<file path="src/rtl/idle_pkg.sv">
package idle_pkg;
  localparam int NWK       = 4;
  localparam int NPER      = 5;
  localparam int BIT_IDL   = 0;
  localparam int BIT_GF0   = 2;
  localparam int BIT_GF1   = 3;

  typedef enum logic [2:0] {
    GRP_PWM  = 3'd0,
    GRP_TPWM = 3'd1,
    GRP_ADC  = 3'd2,
    GRP_I2C  = 3'd3,
    GRP_OSD  = 3'd4
  } per_grp_e;

  function automatic logic wake_hit(input logic [NWK-1:0] req,
                                    input logic [NWK-1:0] en,
                                    input logic           held_any);
    return (|(req & en)) | held_any;
  endfunction

  function automatic logic [3:0] video_idle(input logic bp);
    return {4{~bp}};
  endfunction

  function automatic logic [7:0] pcon_pack(input logic idl, input logic gf0, input logic gf1);
    logic [7:0] v;
    v = 8'h00;
    v[BIT_IDL] = idl;
    v[BIT_GF0] = gf0;
    v[BIT_GF1] = gf1;
    return v;
  endfunction
endpackage

</file>
<file path="src/rtl/idle_mc_timer.sv">
module idle_mc_timer #(
  parameter int MC_CLKS = 12,
  parameter int RST_MC  = 2
) (
  input  logic clk,
  input  logic rst_n,
  input  logic ext_rst_i,
  output logic mc_tick_o,
  output logic ext_done_o
);
  localparam int CW = (MC_CLKS > 1) ? $clog2(MC_CLKS) : 1;
  localparam int RW = $clog2(RST_MC + 1);

  logic [CW-1:0] mc_cnt_q;
  logic [RW-1:0] ext_cnt_q;

  assign mc_tick_o = (mc_cnt_q == CW'(MC_CLKS - 1));

  always_ff @(posedge clk or negedge rst_n) begin
    if (!rst_n)         mc_cnt_q <= '0;
    else if (mc_tick_o) mc_cnt_q <= '0;
    else                mc_cnt_q <= mc_cnt_q + 1'b1;
  end

  always_ff @(posedge clk or negedge rst_n) begin
    if (!rst_n)                                       ext_cnt_q <= '0;
    else if (!ext_rst_i)                              ext_cnt_q <= '0;
    else if (mc_tick_o && ext_cnt_q != RW'(RST_MC))   ext_cnt_q <= ext_cnt_q + 1'b1;
  end

  assign ext_done_o = ext_rst_i && (ext_cnt_q == RW'(RST_MC));
endmodule

</file>
<file path="src/rtl/idle_core.sv">
module idle_core
  import idle_pkg::*;
#(
  parameter int N_OTH = 8
) (
  input  logic             clk,
  input  logic             rst_n,
  input  logic             mc_tick_i,
  input  logic             hw_clr_i,
  input  logic             pcon_wr_i,
  input  logic [7:0]       pcon_wdata_i,
  input  logic [NWK-1:0]   wk_req_i,
  input  logic [NWK-1:0]   wk_en_i,
  input  logic [N_OTH-1:0] oth_pend_i,
  input  logic [N_OTH-1:0] oth_en_i,
  output logic             idle_o,
  output logic             wake_o,
  output logic [7:0]       pcon_o,
  output logic [N_OTH-1:0] snap_o,
  output logic             enter_o,
  output logic             exit_o
);
  logic             idle_q, req_q, wake_q, gf0_q, gf1_q;
  logic [N_OTH-1:0] snap_q;
  logic             wr_ok, wake_w, unused_wbits;

  assign unused_wbits = ^{pcon_wdata_i[7:4], pcon_wdata_i[1]};
  assign wr_ok   = pcon_wr_i && !idle_q && !req_q;
  assign wake_w  = wake_hit(wk_req_i, wk_en_i, |(snap_q & oth_pend_i));
  assign enter_o = !idle_q && req_q && mc_tick_i && !hw_clr_i;
  assign exit_o  = idle_q && wake_w && !hw_clr_i;

  always_ff @(posedge clk or negedge rst_n) begin
    if (!rst_n) begin
      idle_q <= 1'b0; req_q <= 1'b0; wake_q <= 1'b0;
      gf0_q  <= 1'b0; gf1_q <= 1'b0; snap_q <= '0;
    end else if (hw_clr_i) begin
      idle_q <= 1'b0; req_q <= 1'b0; wake_q <= 1'b0;
      gf0_q  <= 1'b0; gf1_q <= 1'b0; snap_q <= '0;
    end else begin
      wake_q <= exit_o;
      if (exit_o) begin
        idle_q <= 1'b0;
        snap_q <= '0;
      end else if (enter_o) begin
        idle_q <= 1'b1;
        req_q  <= 1'b0;
        snap_q <= oth_pend_i & oth_en_i;
      end else if (wr_ok) begin
        gf0_q <= pcon_wdata_i[BIT_GF0];
        gf1_q <= pcon_wdata_i[BIT_GF1];
        req_q <= pcon_wdata_i[BIT_IDL];
      end
    end
  end

  assign idle_o = idle_q;
  assign wake_o = wake_q;
  assign snap_o = snap_q;
  assign pcon_o = pcon_pack(idle_q | req_q, gf0_q, gf1_q);
endmodule

</file>
<file path="src/rtl/idle_ce_gen.sv">
module idle_ce_gen
  import idle_pkg::*;
(
  input  logic            clk,
  input  logic            rst_n,
  input  logic            idle_i,
  output logic            cpu_ce_o,
  output logic [NPER-1:0] per_ce_o
);
  always_ff @(posedge clk or negedge rst_n) begin
    if (!rst_n) cpu_ce_o <= 1'b1;
    else        cpu_ce_o <= !idle_i;
  end

  for (genvar g = 0; g < NPER; g++) begin : g_per
    always_ff @(posedge clk or negedge rst_n) begin
      if (!rst_n) per_ce_o[g] <= 1'b1;
      else        per_ce_o[g] <= !idle_i;
    end
  end
endmodule

</file>
<file path="src/rtl/idle_pin_force.sv">
module idle_pin_force
  import idle_pkg::*;
#(
  parameter int N_PWM = 8
) (
  input  logic             idle_i,
  input  logic             osd_bp_i,
  input  logic [N_PWM-1:0] pwm_i,
  input  logic             tpwm_i,
  input  logic [1:0]       i2c_i,
  input  logic [3:0]       vid_i,
  output logic [N_PWM-1:0] pwm_o,
  output logic             tpwm_o,
  output logic [1:0]       i2c_o,
  output logic [3:0]       vid_o
);
  logic [3:0] vid_lvl;
  assign vid_lvl = video_idle(osd_bp_i);

  for (genvar c = 0; c < N_PWM; c++) begin : g_pwm
    assign pwm_o[c] = idle_i ? 1'b0 : pwm_i[c];
  end

  for (genvar v = 0; v < 4; v++) begin : g_vid
    assign vid_o[v] = idle_i ? vid_lvl[v] : vid_i[v];
  end

  assign tpwm_o = idle_i ? 1'b0  : tpwm_i;
  assign i2c_o  = idle_i ? 2'b11 : i2c_i;
endmodule

</file>
<file path="src/rtl/idle_pwr_ctrl.sv">
module idle_pwr_ctrl
  import idle_pkg::*;
#(
  parameter int MC_CLKS = 12,
  parameter int RST_MC  = 2,
  parameter int N_OTH   = 8,
  parameter int N_PWM   = 8
) (
  input  logic             clk,
  input  logic             rst_n,
  input  logic             pcon_wr_i,
  input  logic [7:0]       pcon_wdata_i,
  output logic [7:0]       pcon_rdata_o,
  input  logic [3:0]       wk_req_i,
  input  logic [3:0]       wk_en_i,
  input  logic [N_OTH-1:0] oth_pend_i,
  input  logic [N_OTH-1:0] oth_en_i,
  input  logic             ext_rst_i,
  input  logic             wdt_ovf_i,
  input  logic             osd_bp_i,
  input  logic [N_PWM-1:0] pwm_i,
  input  logic             tpwm_i,
  input  logic [1:0]       i2c_i,
  input  logic [3:0]       vid_i,
  output logic             idle_o,
  output logic             wake_o,
  output logic             cpu_ce_o,
  output logic [4:0]       per_ce_o,
  output logic             sfr_rst_o,
  output logic [N_PWM-1:0] pwm_o,
  output logic             tpwm_o,
  output logic [1:0]       i2c_o,
  output logic [3:0]       vid_o
);
  logic             mc_tick_w, ext_done_w, hw_clr_w;
  logic             enter_w, exit_w, sfr_rst_q;
  logic [N_OTH-1:0] snap_w;

  idle_mc_timer #(.MC_CLKS(MC_CLKS), .RST_MC(RST_MC)) u_mc (
    .clk(clk), .rst_n(rst_n), .ext_rst_i(ext_rst_i),
    .mc_tick_o(mc_tick_w), .ext_done_o(ext_done_w)
  );

  assign hw_clr_w = ext_done_w | wdt_ovf_i;

  idle_core #(.N_OTH(N_OTH)) u_core (
    .clk(clk), .rst_n(rst_n), .mc_tick_i(mc_tick_w), .hw_clr_i(hw_clr_w),
    .pcon_wr_i(pcon_wr_i), .pcon_wdata_i(pcon_wdata_i),
    .wk_req_i(wk_req_i), .wk_en_i(wk_en_i),
    .oth_pend_i(oth_pend_i), .oth_en_i(oth_en_i),
    .idle_o(idle_o), .wake_o(wake_o), .pcon_o(pcon_rdata_o),
    .snap_o(snap_w), .enter_o(enter_w), .exit_o(exit_w)
  );

  idle_ce_gen u_ce (
    .clk(clk), .rst_n(rst_n), .idle_i(idle_o),
    .cpu_ce_o(cpu_ce_o), .per_ce_o(per_ce_o)
  );

  idle_pin_force #(.N_PWM(N_PWM)) u_pins (
    .idle_i(idle_o), .osd_bp_i(osd_bp_i),
    .pwm_i(pwm_i), .tpwm_i(tpwm_i), .i2c_i(i2c_i), .vid_i(vid_i),
    .pwm_o(pwm_o), .tpwm_o(tpwm_o), .i2c_o(i2c_o), .vid_o(vid_o)
  );

  always_ff @(posedge clk or negedge rst_n) begin
    if (!rst_n) sfr_rst_q <= 1'b0;
    else        sfr_rst_q <= hw_clr_w;
  end
  assign sfr_rst_o = sfr_rst_q;
endmodule

</file>
<file path="config.mk">
export PLATFORM = sky130hd
export DESIGN_NAME = idle_pwr_ctrl
export DESIGN_NICKNAME = d
export VERILOG_FILES = /design/src/rtl/idle_pkg.sv /design/src/rtl/idle_mc_timer.sv /design/src/rtl/idle_core.sv /design/src/rtl/idle_ce_gen.sv /design/src/rtl/idle_pin_force.sv /design/src/rtl/idle_pwr_ctrl.sv
export SDC_FILE = /design/constraint.sdc
export NUM_CORES = 1
export LEC_CHECK = 0
export ABC_AREA = 1
export BUFFER_PORTS_ARGS = -buffer_cell sky130_fd_sc_hd__buf_4
export CAP_MARGIN = 0
export CORE_MARGIN = 8
export CORE_UTILIZATION = 41
export CTS_BUF_LIST = sky130_fd_sc_hd__clkbuf_4 sky130_fd_sc_hd__clkbuf_8 sky130_fd_sc_hd__clkbuf_16
export CTS_CLUSTER_DIAMETER = 60
export DETAILED_ROUTE_END_ITERATION = 8
export GPL_TIMING_DRIVEN = 0
export MAX_ROUTING_LAYER = met4
export PLACE_DENSITY = 0.79
export SYNTH_ARGS = -nofsm -noshare
export SYNTH_HDL_FRONTEND = slang
export SYNTH_SLANG_ARGS = --single-unit
</file>
<file path="constraint.sdc">
create_clock -name clk -period 1.6 [get_ports clk]
set_input_delay 0.32 -clock clk [delete_from_list [all_inputs] [get_ports clk]]
set_output_delay 0.32 -clock clk [all_outputs]
set_load 0.03 [all_outputs]
</file>
==> results of run 1 <==
[cell type report]
class / instances / area [sq um]
flip-flops and latches: 21 / 528.0
repair buffers: 82 / 644.4
clock buffers: 4 / 30.03
fillers: 279 / 973.4
multi-input cells: 116 / 548.0
inverters: 32 / 122.6
well taps: 33 / 41.29
plain buffers: 14 / 115.1
[worst max-delay path by stage]
stage,to,slack [ps],from,cells after the start
floorplan,vid_o[0],60,u_core.idle_o,3
global placement,u_core.snap_o[1],20,u_mc.ext_cnt_q[0],7
detailed placement,u_core.snap_o[7],10,u_mc.ext_cnt_q[0],7
CTS,vid_o[1],7,u_core.idle_o,4
global route,vid_o[0],-70,u_core.idle_o,4
finish,vid_o[0],3,u_core.idle_o,4
[where the power goes]
| part | total (mW) | switching [mW] | internal [mW] |
|---|---|---|---|
| combinational | 0.463 | 0.244 | 0.218 |
| clock | 0.271 | 0.157 | 0.114 |
| sequential | 0.574 | 0.0148 | 0.559 |
[cell usage after synthesis]
master    number  share of area, %
nand2_1       53                16
inv_1         31               9.2
nor2_1        26               7.7
dfrtp_1       20                40
buf_4         12               7.1
o21ai_1        9               3.6
nand3_1        5               2.0
or2_2          4               2.0
a21oi_1        3               1.2
ha_1           2               2.0
nand3b_1       2               1.2
o21ai_0        2              0.79
a21oi_4        1               1.3
a31oi_1        1              0.49
buf_6          1              0.89
clkbuf_1       1              0.30
conb_1         1              0.30
dfstp_2        1               2.1
inv_2          1              0.30
nand3_4        1               1.4
nand4_1        1              0.49
nor2_2         1              0.49
[flip-flops by register name, indices dropped and copies added (netlist names)]
signal and count:
u_core.snap_o 8, u_mc.mc_cnt_q 4, u_mc.ext_cnt_q 2, sfr_rst_o 1, u_ce.per_ce_o 1, u_core.gf0_q 1
u_core.gf1_q 1, u_core.idle_o 1, u_core.req_q 1, u_core.wake_o 1
[cell families after synthesis]
| group | after synthesis | share of synthesized area (%) |
|---|---|---|
| and+or+nand+nor | 93 | 30.96 |
| buffers and inverters | 46 | 17.80 |
| DFF | 21 | 41.64 |
| AOI/OAI and AO/OA | 16 | 7.320 |
| adders and majority gates | 2 | 1.978 |
| other | 1 | 0.2965 |
[worst max-delay path, cell delays in order, from the launching register on]
cell,delay (ps)
dfrtp_2,460
inv_4,50
or2_4,260
nand2_2,80
buf_6,130
[routing by layer]
layer | part of all wire, % | up-vias
li1 | - | 696
met1 | 39 | 562
met2 | 53 | 36
met3 | 7.1 | 4
met4 | 1.1 | 0
met5 | 0 | -
[timing repair]
action,in CTS,in global routing
gates cloned,0,0
endpoints found under the setup margin,15,23
pin swaps,1,2
setup buffers,2,5
resized for setup,10,9
endpoints found under the hold margin,20,0
hold buffers,1,0
[placed cells by master (no fill, tap or decap)]
cell type,netlist,layout
a21oi_1,3,3
a21oi_4,1,1
a31oi_1,1,1
buf_4,12,86
buf_6,1,8
clkbuf_4,0,4
clkbuf_8,0,1
conb_1,1,5
dfrtp_1,20,19
dfrtp_2,0,1
dfstp_2,1,1
dlygate4sd3_1,0,1
ha_1,2,2
inv_1,31,31
inv_4,0,1
nand2_1,53,49
nand2_2,0,4
nand3_1,5,5
nand3_4,1,1
nand3b_1,2,2
nand4_1,1,1
nor2_1,26,25
nor2_2,1,1
nor2_4,0,1
o21ai_0,2,2
o21ai_1,9,9
or2_2,4,3
or2_4,0,1
[metrics by stage]
stage / instance area, sq um / hold WS [ps]
global placement: 1877 / 218.7
floorplan: 1280 / 24.41
finish: 2029 / 257.6
global route: 2029 / 274.2
CTS: 1963 / 246.7
detailed placement: 1877 / 219.4
==> metrics.md, run 1 <==
| Metric | Value |
|---|---|
| Peak-usage layer in the global routing report | met2 |
| Maximum achievable frequency | 626.1 MHz |
| Hold Crit Depth | 3 |
| Endpoint kind of the worst setup timing path | output pin |
| Layout cells sized above 1 | a little over two fifths |
| Initial antenna violation count | 0 |
| GRT Residual Overflow | 0 |
| Final Max Slew Viols | 0 |
| Setup-failing EPs final | 0 |
| Iteration-0 DRC count of the detailed router | 62 |
| Number of I/O pins | 85 |
| Number of storage elements in the synthesis netlist | 21 |
| End of the worst register-to-register path | u_core.snap_o[5] |
| Count of unique library cells instantiated by Yosys | 22 |
| Synthesized area per cell | about 7.1 sq um |
| Area growth syn-to-layout | 60.44% |
| Routing usage on met1 | 13.31% |
| Setup TNS | 0 ps |
| Number of buffers inserted by port buffering | 74 |
| Worst-case clock skew | between 2 and 2.5 ps |
| Final cell count without fillers | 302 |
| Die Wd | 71.55 um |
| Max-capacitance violation count | 0 |
| Beginning of the worst register-to-register path | u_mc.ext_cnt_q[0] |
| Core outline area | between 0.003 and 0.004 sq mm |
| Cell Area, Synth | between 0.001 and 0.0015 sq mm |
| Launch point of the worst hold path | pcon_wdata_i[2] |
| Power, Total | between 1 and 1.5 mW |
| Post-Route Utilization | 67.58% |
| Minimum setup slack after placement | about 12 ps |
| Sequential area share after synthesis | about two fifths |
| Via count of the first global-routing pass | 1230 |
| Clock slew seen by the registers of the worst setup and hold paths | roughly 110 ps |
| CTS tree | done |
| VDD IR-drop max | 465.3 uV |
| Met2 layer usage reported by global route | between 20% and 30% |
| Number of rows in the core area | 20 |
| Pin count of the biggest net entering global routing | 22 |
| Number of hold violations in the final report | 0 |
| Worst Setup Path Type | reg2out |
| Remaining routing DRC violations | 0 |
| Worst setup margin | between 2 and 3 ps |
| FF-to-FF setup slack | 140 ps |
| Weighted congestion reported at the end of routability-driven placement | between 0.7 and 0.8 |
| Via count of the routed design | ~1300 |
| Maximum buffer depth of the clock tree | 2 |
| Critical-path maximum fanout | 7 |
| Routed len/inst | ~12 um |
| HP Class | in2reg |
| Area of the die | 0.005119 sq mm |
| Clock sink count | 21 |
| Detail-routed via count per cell | 4.298 |
| Crit share post-route | 99.83% |
| Layout Nets | around 330 |
| Arrival time of the worst setup path | 1280 ps |
| 1st-pass router iterations | 4 |
| Post-detailed-route count of antenna-violating nets | 0 |
| Post-DP HPWL | about 2.7 mm |
| Number of buffers created by CTS | 3 |
| Root buffer selected by CTS | clkbuf_4 |
| Startpoint Class | flip-flop |
| Yosys synthesis warning count | 0 |
| Post-synthesis cell count | approximately 180 |
| Setup repair after global routing missed its margin | true |
| Placed Cells | 290 |
| Antenna diodes | 0 |
| Global-route usage over all layers | between 10% and 20% |
| Period minus WS final | 1597 ps |
| Insertion delay to the later sink of the worst-skew pair | roughly 300 ps |
| Global-route wire length before repair | 5.416 mm |
| Total detailed-routing wirelength | 3.561 mm |
| Status | complete, no violations |
| Worst Hold End | u_core.gf0_q |
| H-tree lvl count | 1 |
| Total power density per cell area | ~640 mW/mm^2 |
| Die Y | 71.55 um |
| GR met3 Demand/Resource | 4.742% |
| Leakage power | approximately 1.2 nW |
| FF-to-FF path depth | 6 |
| Starting Density | a little over two fifths |
| Endpoint required time on the critical path | between 1000 and 1500 ps |
Power figures use the tool's default switching activity.
==> run 2, diff against run 1 <==
- PLACE_DENSITY: 0.79 -> default
- PLACE_DENSITY_LB_ADDON: default -> 0.1
==> run 2 against run 1 <==
Compared with the run above:
- flip-flop and latch count unchanged
- design area hardly changed
- total power is 0.84% lower
- combinational power is essentially flat
- critical path depth stayed put
- maximum frequency grew 0.66%
- clock power fell by 4%
- register-to-register slack got worse by 20 ps
- die area did not move
- clock-buffer cell count unchanged
- clock skew is 1.2 ps lower
- via count shrank 0.85%
- highest routed layer unchanged
==> metrics.md, run 2 (same netlist as run 1, synthesis figures left out) <==
| Metric | Value |
|---|---|
| Number of I/O pins | 85 |
| FF-to-FF setup slack | between 100 and 150 ps |
| Leakage power | between 1 and 1.5 nW |
| Worst-case clock skew | 0.9782 ps |
| Setup repair after global routing missed its margin | true |
| Peak per-stage delay on the critical path | about 430 ps |
| Startpoint Class | flip-flop |
| Die Y | roughly 72 um |
| Final cell count without fillers | 303 |
| Layout Nets | approximately 330 |
| CP Launch Point | u_core.idle_o |
| End of the worst register-to-register path | u_core.snap_o[4] |
| Final Max Slew Viols | 0 |
| Area of the die | 0.005119 sq mm |
| Max-capacitance violation count | 0 |
| Portion of total power attributed to sequential cells | 44.3% |
| Number of flip-flops under the largest register name | 8 |
| CTS tree | done |
| Power share of the clock group | 20.1% |
| Filler cell count | between 200 and 300 |
| Core outline area | approximately 0.0030 sq mm |
| Routed len/inst | 11.41 um |
| Maximum buffer depth of the clock tree | 2 |
| Endpoint required time on the critical path | between 1000 and 1500 ps |
| Path length in cells of the critical path | 4 |
| Number of buffers created by CTS | 3 |
| HP Class | in2reg |
| Antenna diodes | 0 |
| Starting Density | between 40% and 50% |
| Switching part of the total power | a little over 30% |
| Setup TNS | 0 ps |
| Insertion delay to the later sink of the worst-skew pair | ~300 ps |
| Post-detailed-route count of antenna-violating nets | 0 |
| GRT Residual Overflow | 0 |
| Area growth syn-to-layout | 60.53% |
| P_sw | 404.2 uW |
| Total detailed-routing wirelength | about 3.5 mm |
| Total power density per cell area | approximately 640 mW/mm^2 |
| Maximum achievable frequency | approximately 630 MHz |
| Arrival time of the worst setup path | 1270 ps |
| Via count of the routed design | ~1300 |
| Smallest hold slack | around 260 ps |
| FF-to-FF path depth | 7 |
| VDD IR-drop max | roughly 700 uV |
| Root buffer selected by CTS | clkbuf_4 |
| End point of the critical path | vid_o[3] |
| Detail-routed via count per cell | 4.248 |
| Clock slew seen by the registers of the worst setup and hold paths | approximately 100 ps |
| H-tree lvl count | 1 |
| Cell-internal power | ~900 uW |
| Status | complete, no violations |
| Remaining routing DRC violations | 0 |
| Pin count of the biggest net entering global routing | 22 |
| Combinational share of power | 35.6% |
| Crit share post-route | 99.18% |
| Clock sink count | 21 |
| Combined buffer and inverter count along the critical path | 2 |
| Power, Total | 1.296 mW |
| 1st-pass router iterations | 4 |
| Crit path max-delay cell type | dfrtp_2 |
| Leading cell type in the layout, fill and taps excluded | buf_4 |
| Global-route usage over all layers | 13.37% |
| Post-Route Utilization | between 60% and 70% |
| Post-DP HPWL | 2.736 mm |
| Period minus WS final | about 1600 ps |
| Worst Setup Path Type | reg2out |
| Cell chain of the critical path | inv_4 > or2_4 > nand2_2 > buf_6 |
| Critical-path maximum fanout | 6 |
| Initial antenna violation count | 0 |
| Iteration-0 DRC count of the detailed router | 25 |
| Die Wd | about 70 um |
| Top Family by Delay on Critical Path | flip-flops |
| Placed Cells | 290 |
| Number of rows in the core area | 20 |
| Beginning of the worst register-to-register path | u_mc.mc_cnt_q[0] |
| Weighted congestion reported at the end of routability-driven placement | around 0.75 |
| Setup-failing EPs final | 0 |
| Most frequent cells in the layout | buf_4, nand2_1, inv_1 |
| Via count of the first global-routing pass | ~1200 |
| Global-route wire length before repair | 5.451 mm |
| Number of hold violations in the final report | 0 |
| Layout cells sized above 1 | between 40% and 50% |
| Number of buffers inserted by port buffering | 74 |
| Endpoint kind of the worst setup timing path | output pin |
## run 2: cell types whose count changed in the layout (fill, tap and decap cells not counted)
cell and delta:
buf_2 +1, nor2_1 +1, clkbuf_8 -1, nor2_2 -1, or2_4 +2, buf_4 +1, or2_2 -2
## run 2: power by group through the flow
stage | clock, mW | sequential [mW] | combinational [mW]
floorplan | 0 | 0.591 | 0.232
global placement | 0 | 0.584 | 0.431
detailed placement | 0 | 0.585 | 0.435
CTS | 0.269 | 0.574 | 0.455
global route | 0.291 | 0.579 | 0.500
finish | 0.261 | 0.574 | 0.461
## run 2: layer usage
metal  GRT usage [%]  share of wire [%]
met1           14.67                 42
met2           21.84                 49
met5               -                  0
met4           4.082               0.72
met3           5.300                8.2
## run 2: layout make-up
| cell class | instances | area, sq um | area share, % |
|---|---|---|---|
| clock buffer | 4 | 30.03 | 1.479 |
| tap | 33 | 41.29 | 2.033 |
| multi-input combinational | 116 | 550.5 | 27.11 |
| buffer | 14 | 106.4 | 5.237 |
| inverter | 32 | 122.6 | 6.038 |
| timing repair buffer | 83 | 651.9 | 32.10 |
| sequential | 21 | 528.0 | 26.00 |
## run 2: worst reg2reg max path: cells and delay by family, from the launching register on
| kind | cells | cell delay [ps] |
|---|---|---|
| buffers and inverters | 1 | 190 |
| adders and majority gates | 1 | 190 |
| AOI/OAI and AO/OA | 1 | 130 |
| DFF | 1 | 380 |
| and+or+nand+nor | 4 | 480 |
## run 2: worst min-delay path by stage
stage                     depth (start not counted)           endpoint            start  slack [ps]
final                                             3       u_core.gf0_q  pcon_wdata_i[2]         260
after global routing                              3       u_core.gf0_q  pcon_wdata_i[2]         270
after CTS                                         3       u_core.req_q  pcon_wdata_i[0]         250
after detailed placement                          1  u_mc.ext_cnt_q[0]            rst_n         220
after global placement                            1  u_mc.ext_cnt_q[0]            rst_n         220
after floorplan                                   0          sfr_rst_o            rst_n          20
## run 2: metrics by stage
step / area, sq um / setup WS, ps
6_report: 2031 / 13.15
2_1_floorplan: 1280 / 62.01
3_5_place_dp: 1877 / -11.89
3_3_place_gp: 1877 / 7.275
5_1_grt: 2031 / -47.36
4_1_cts: 1974 / -35.14
## run 2: repair_timing
action                     4_1_cts  5_1_grt
hold buffers                     1        0
gates resized for setup          9       10
pin swaps                        1        3
setup buffers                    4        4
hold endpoints to repair        20        0
setup endpoints to repair       21       24
==> run 3, diff against run 2 <==
--- a/config.mk
+++ b/config.mk
@@ -17,4 +17,6 @@
 export MAX_ROUTING_LAYER = met4
 export PLACE_DENSITY_LB_ADDON = 0.1
+export REMOVE_ABC_BUFFERS = 1
+export SETUP_SLACK_MARGIN = 0.2
 export SYNTH_ARGS = -nofsm -noshare
 export SYNTH_HDL_FRONTEND = slang
==> constraint.sdc (replaced) <==
create_clock -name clk -period 1.6 [get_ports clk]
set_input_delay 0.16 -clock clk [delete_from_list [all_inputs] [get_ports clk]]
set_output_delay 0.16 -clock clk [all_outputs]
set_load 0.03 [all_outputs]
==> run 3 against run 2 <==
Compared with the run above:
- non-clock buffer count is 11 lower
- critical path type unchanged
- via count up 3.7%
- highest routed layer unchanged
- maximum frequency up 11%
- final cell count is 2.6% lower
- clock skew is 1.1 ps higher
- register-to-register slack improved by 90 ps
- design area rose by 6.0%
- flip-flop and latch count stayed put
- die area unchanged
- clock power up 4%
==> metrics.md, run 3 (same netlist as run 1, synthesis figures left out) <==
| Metric | Value |
|---|---|
| Die Wd | 71.55 um |
| Layout Nets | between 300 and 400 |
| Layout cells sized above 1 | 46.18% |
| GRT Residual Overflow | 0 |
| Final Max Slew Viols | 0 |
| H-tree lvl count | 1 |
| Most frequent cells in the layout | buf_4, nand2_1, inv_1 |
| Root buffer selected by CTS | clkbuf_4 |
| Initial antenna violation count | 0 |
| Clock sink count | 21 |
| Clock slew seen by the registers of the worst setup and hold paths | ~110 ps |
| Pin count of the biggest net entering global routing | 22 |
| VDD IR-drop max | a little under 700 uV |
| Number of rows in the core area | 20 |
| Iteration-0 DRC count of the detailed router | 41 |
| CTS tree | done |
| Final cell count without fillers | between 200 and 300 |
| 1st-pass router iterations | 4 |
| Via count of the first global-routing pass | roughly 1200 |
| Post-detailed-route count of antenna-violating nets | 0 |
| Insertion delay to the later sink of the worst-skew pair | ~300 ps |
| Maximum buffer depth of the clock tree | 2 |
| Starting Density | between 40% and 50% |
| Leading cell type in the layout, fill and taps excluded | buf_4 |
| Number of hold violations in the final report | 0 |
| Worst-case clock skew | 2.054 ps |
| Detail-routed via count per cell | around 4.5 |
| Worst setup margin | 167.4 ps |
| Total detailed-routing wirelength | just under 4 mm |
| Total power density per cell area | ~630 mW/mm^2 |
| Crit share post-route | between 80% and 90% |
| Number of I/O pins | between 80 and 90 |
| HP Class | in2reg |
| Worst Setup Path Type | reg2out |
| Maximum achievable frequency | 698.0 MHz |
| Leakage power | roughly 1.2 nW |
| Weighted congestion reported at the end of routability-driven placement | roughly 0.77 |
| Number of flip-flops under the largest register name | 8 |
| Post-Route Utilization | 71.71% |
| Critical-path maximum fanout | 7 |
| Startpoint Class | flip-flop |
| Arrival time of the worst setup path | roughly 1300 ps |
| Number of buffers inserted by port buffering | 74 |
| Core outline area | 0.003003 sq mm |
| Global-route usage over all layers | between 10% and 20% |
| Post-DP HPWL | between 2 and 3 mm |
| Area of the die | 0.005119 sq mm |
| Antenna diodes | 0 |
| Via count of the routed design | approximately 1300 |
| Minimum setup slack after placement | ~45 ps |
| Number of buffers created by CTS | 3 |
| Max-capacitance violation count | 0 |
| Routed len/inst | ~13 um |
| Endpoint required time on the critical path | 1440 ps |
| Placed Cells | ~280 |
| Status | complete, no violations |
| Setup repair after global routing missed its margin | true |
| Filler cell count | 256 |
| Die Y | a little over 70 um |
| Setup-failing EPs final | 0 |
| Area growth syn-to-layout | 70.23% |
| Period minus WS final | between 1000 and 1500 ps |
| Remaining routing DRC violations | 0 |
| Global-route wire length before repair | 5.830 mm |
| Endpoint kind of the worst setup timing path | output pin |
-- run 3: worst max-delay path, cell delays in order, from the launching register on --
cell and delay, ps:
dfrtp_2 440, buf_6 140, buf_6 140, nor2_1 80, buf_4 160
-- run 3: routing by layer --
layer	vias up	wire length (um)	global-route usage [%]
met5	-	0	-
met3	2	321	5.997
met4	0	12	2.721
met2	36	2049	25.61
li1	690	-	-
met1	606	1558	14.99
-- run 3: path summary, 6_finish.rpt --
path	start	end	slack, ps	depth (start not counted)
min in group asynchronous	rst_n	u_mc.ext_cnt_q[0]	270	2
worst min-delay path	pcon_wdata_i[2]	u_core.gf0_q	100	3
worst min register to register	u_core.idle_o	u_ce.per_ce_o[4]	470	1
worst max register to register	u_mc.ext_cnt_q[1]	u_core.snap_o[0]	210	7
max in group asynchronous	rst_n	u_ce.per_ce_o[4]	1060	2
worst max-delay path	u_core.idle_o	pwm_o[2]	170	4
-- run 3: repair_timing --
action                                  4_1_cts  5_1_grt
hold endpoints to repair                     21        0
endpoints found under the setup margin       29       28
resized for setup                            32       19
hold buffers                                  1        0
cloned                                        2        2
setup buffers                                 8        2
pin swaps                                    14       11
-- run 3: power by group --
part	leakage (nW)	internal (mW)	switching, mW
Sequential	0.275	0.559	0.0176
Clock	0.0184	0.114	0.156
Combinational	0.905	0.233	0.270
Total	1.20	0.906	0.444
-- run 3: metrics by stage --
step	setup TNS (ps)	hold slack [ps]	total power, mW	instance area, sq um
finish	0	96.23	1.350	2153
global route	0	88.34	1.423	2153
CTS	0	85.57	1.327	2022
detailed placement	0	60.62	0.9900	1772
global placement	0	58.07	0.9881	1772
floorplan	-25.12	-135.6	0.7936	1175
-- run 3: cell type report --
cell class	count	area, sq um	share of cell area (%)
timing repair buffer	86	754.5	35.04
multi-input combinational	119	679.4	31.55
sequential	21	528.0	24.52
inverter	32	120.1	5.578
tap	33	41.29	1.917
clock buffer	4	30.03	1.395
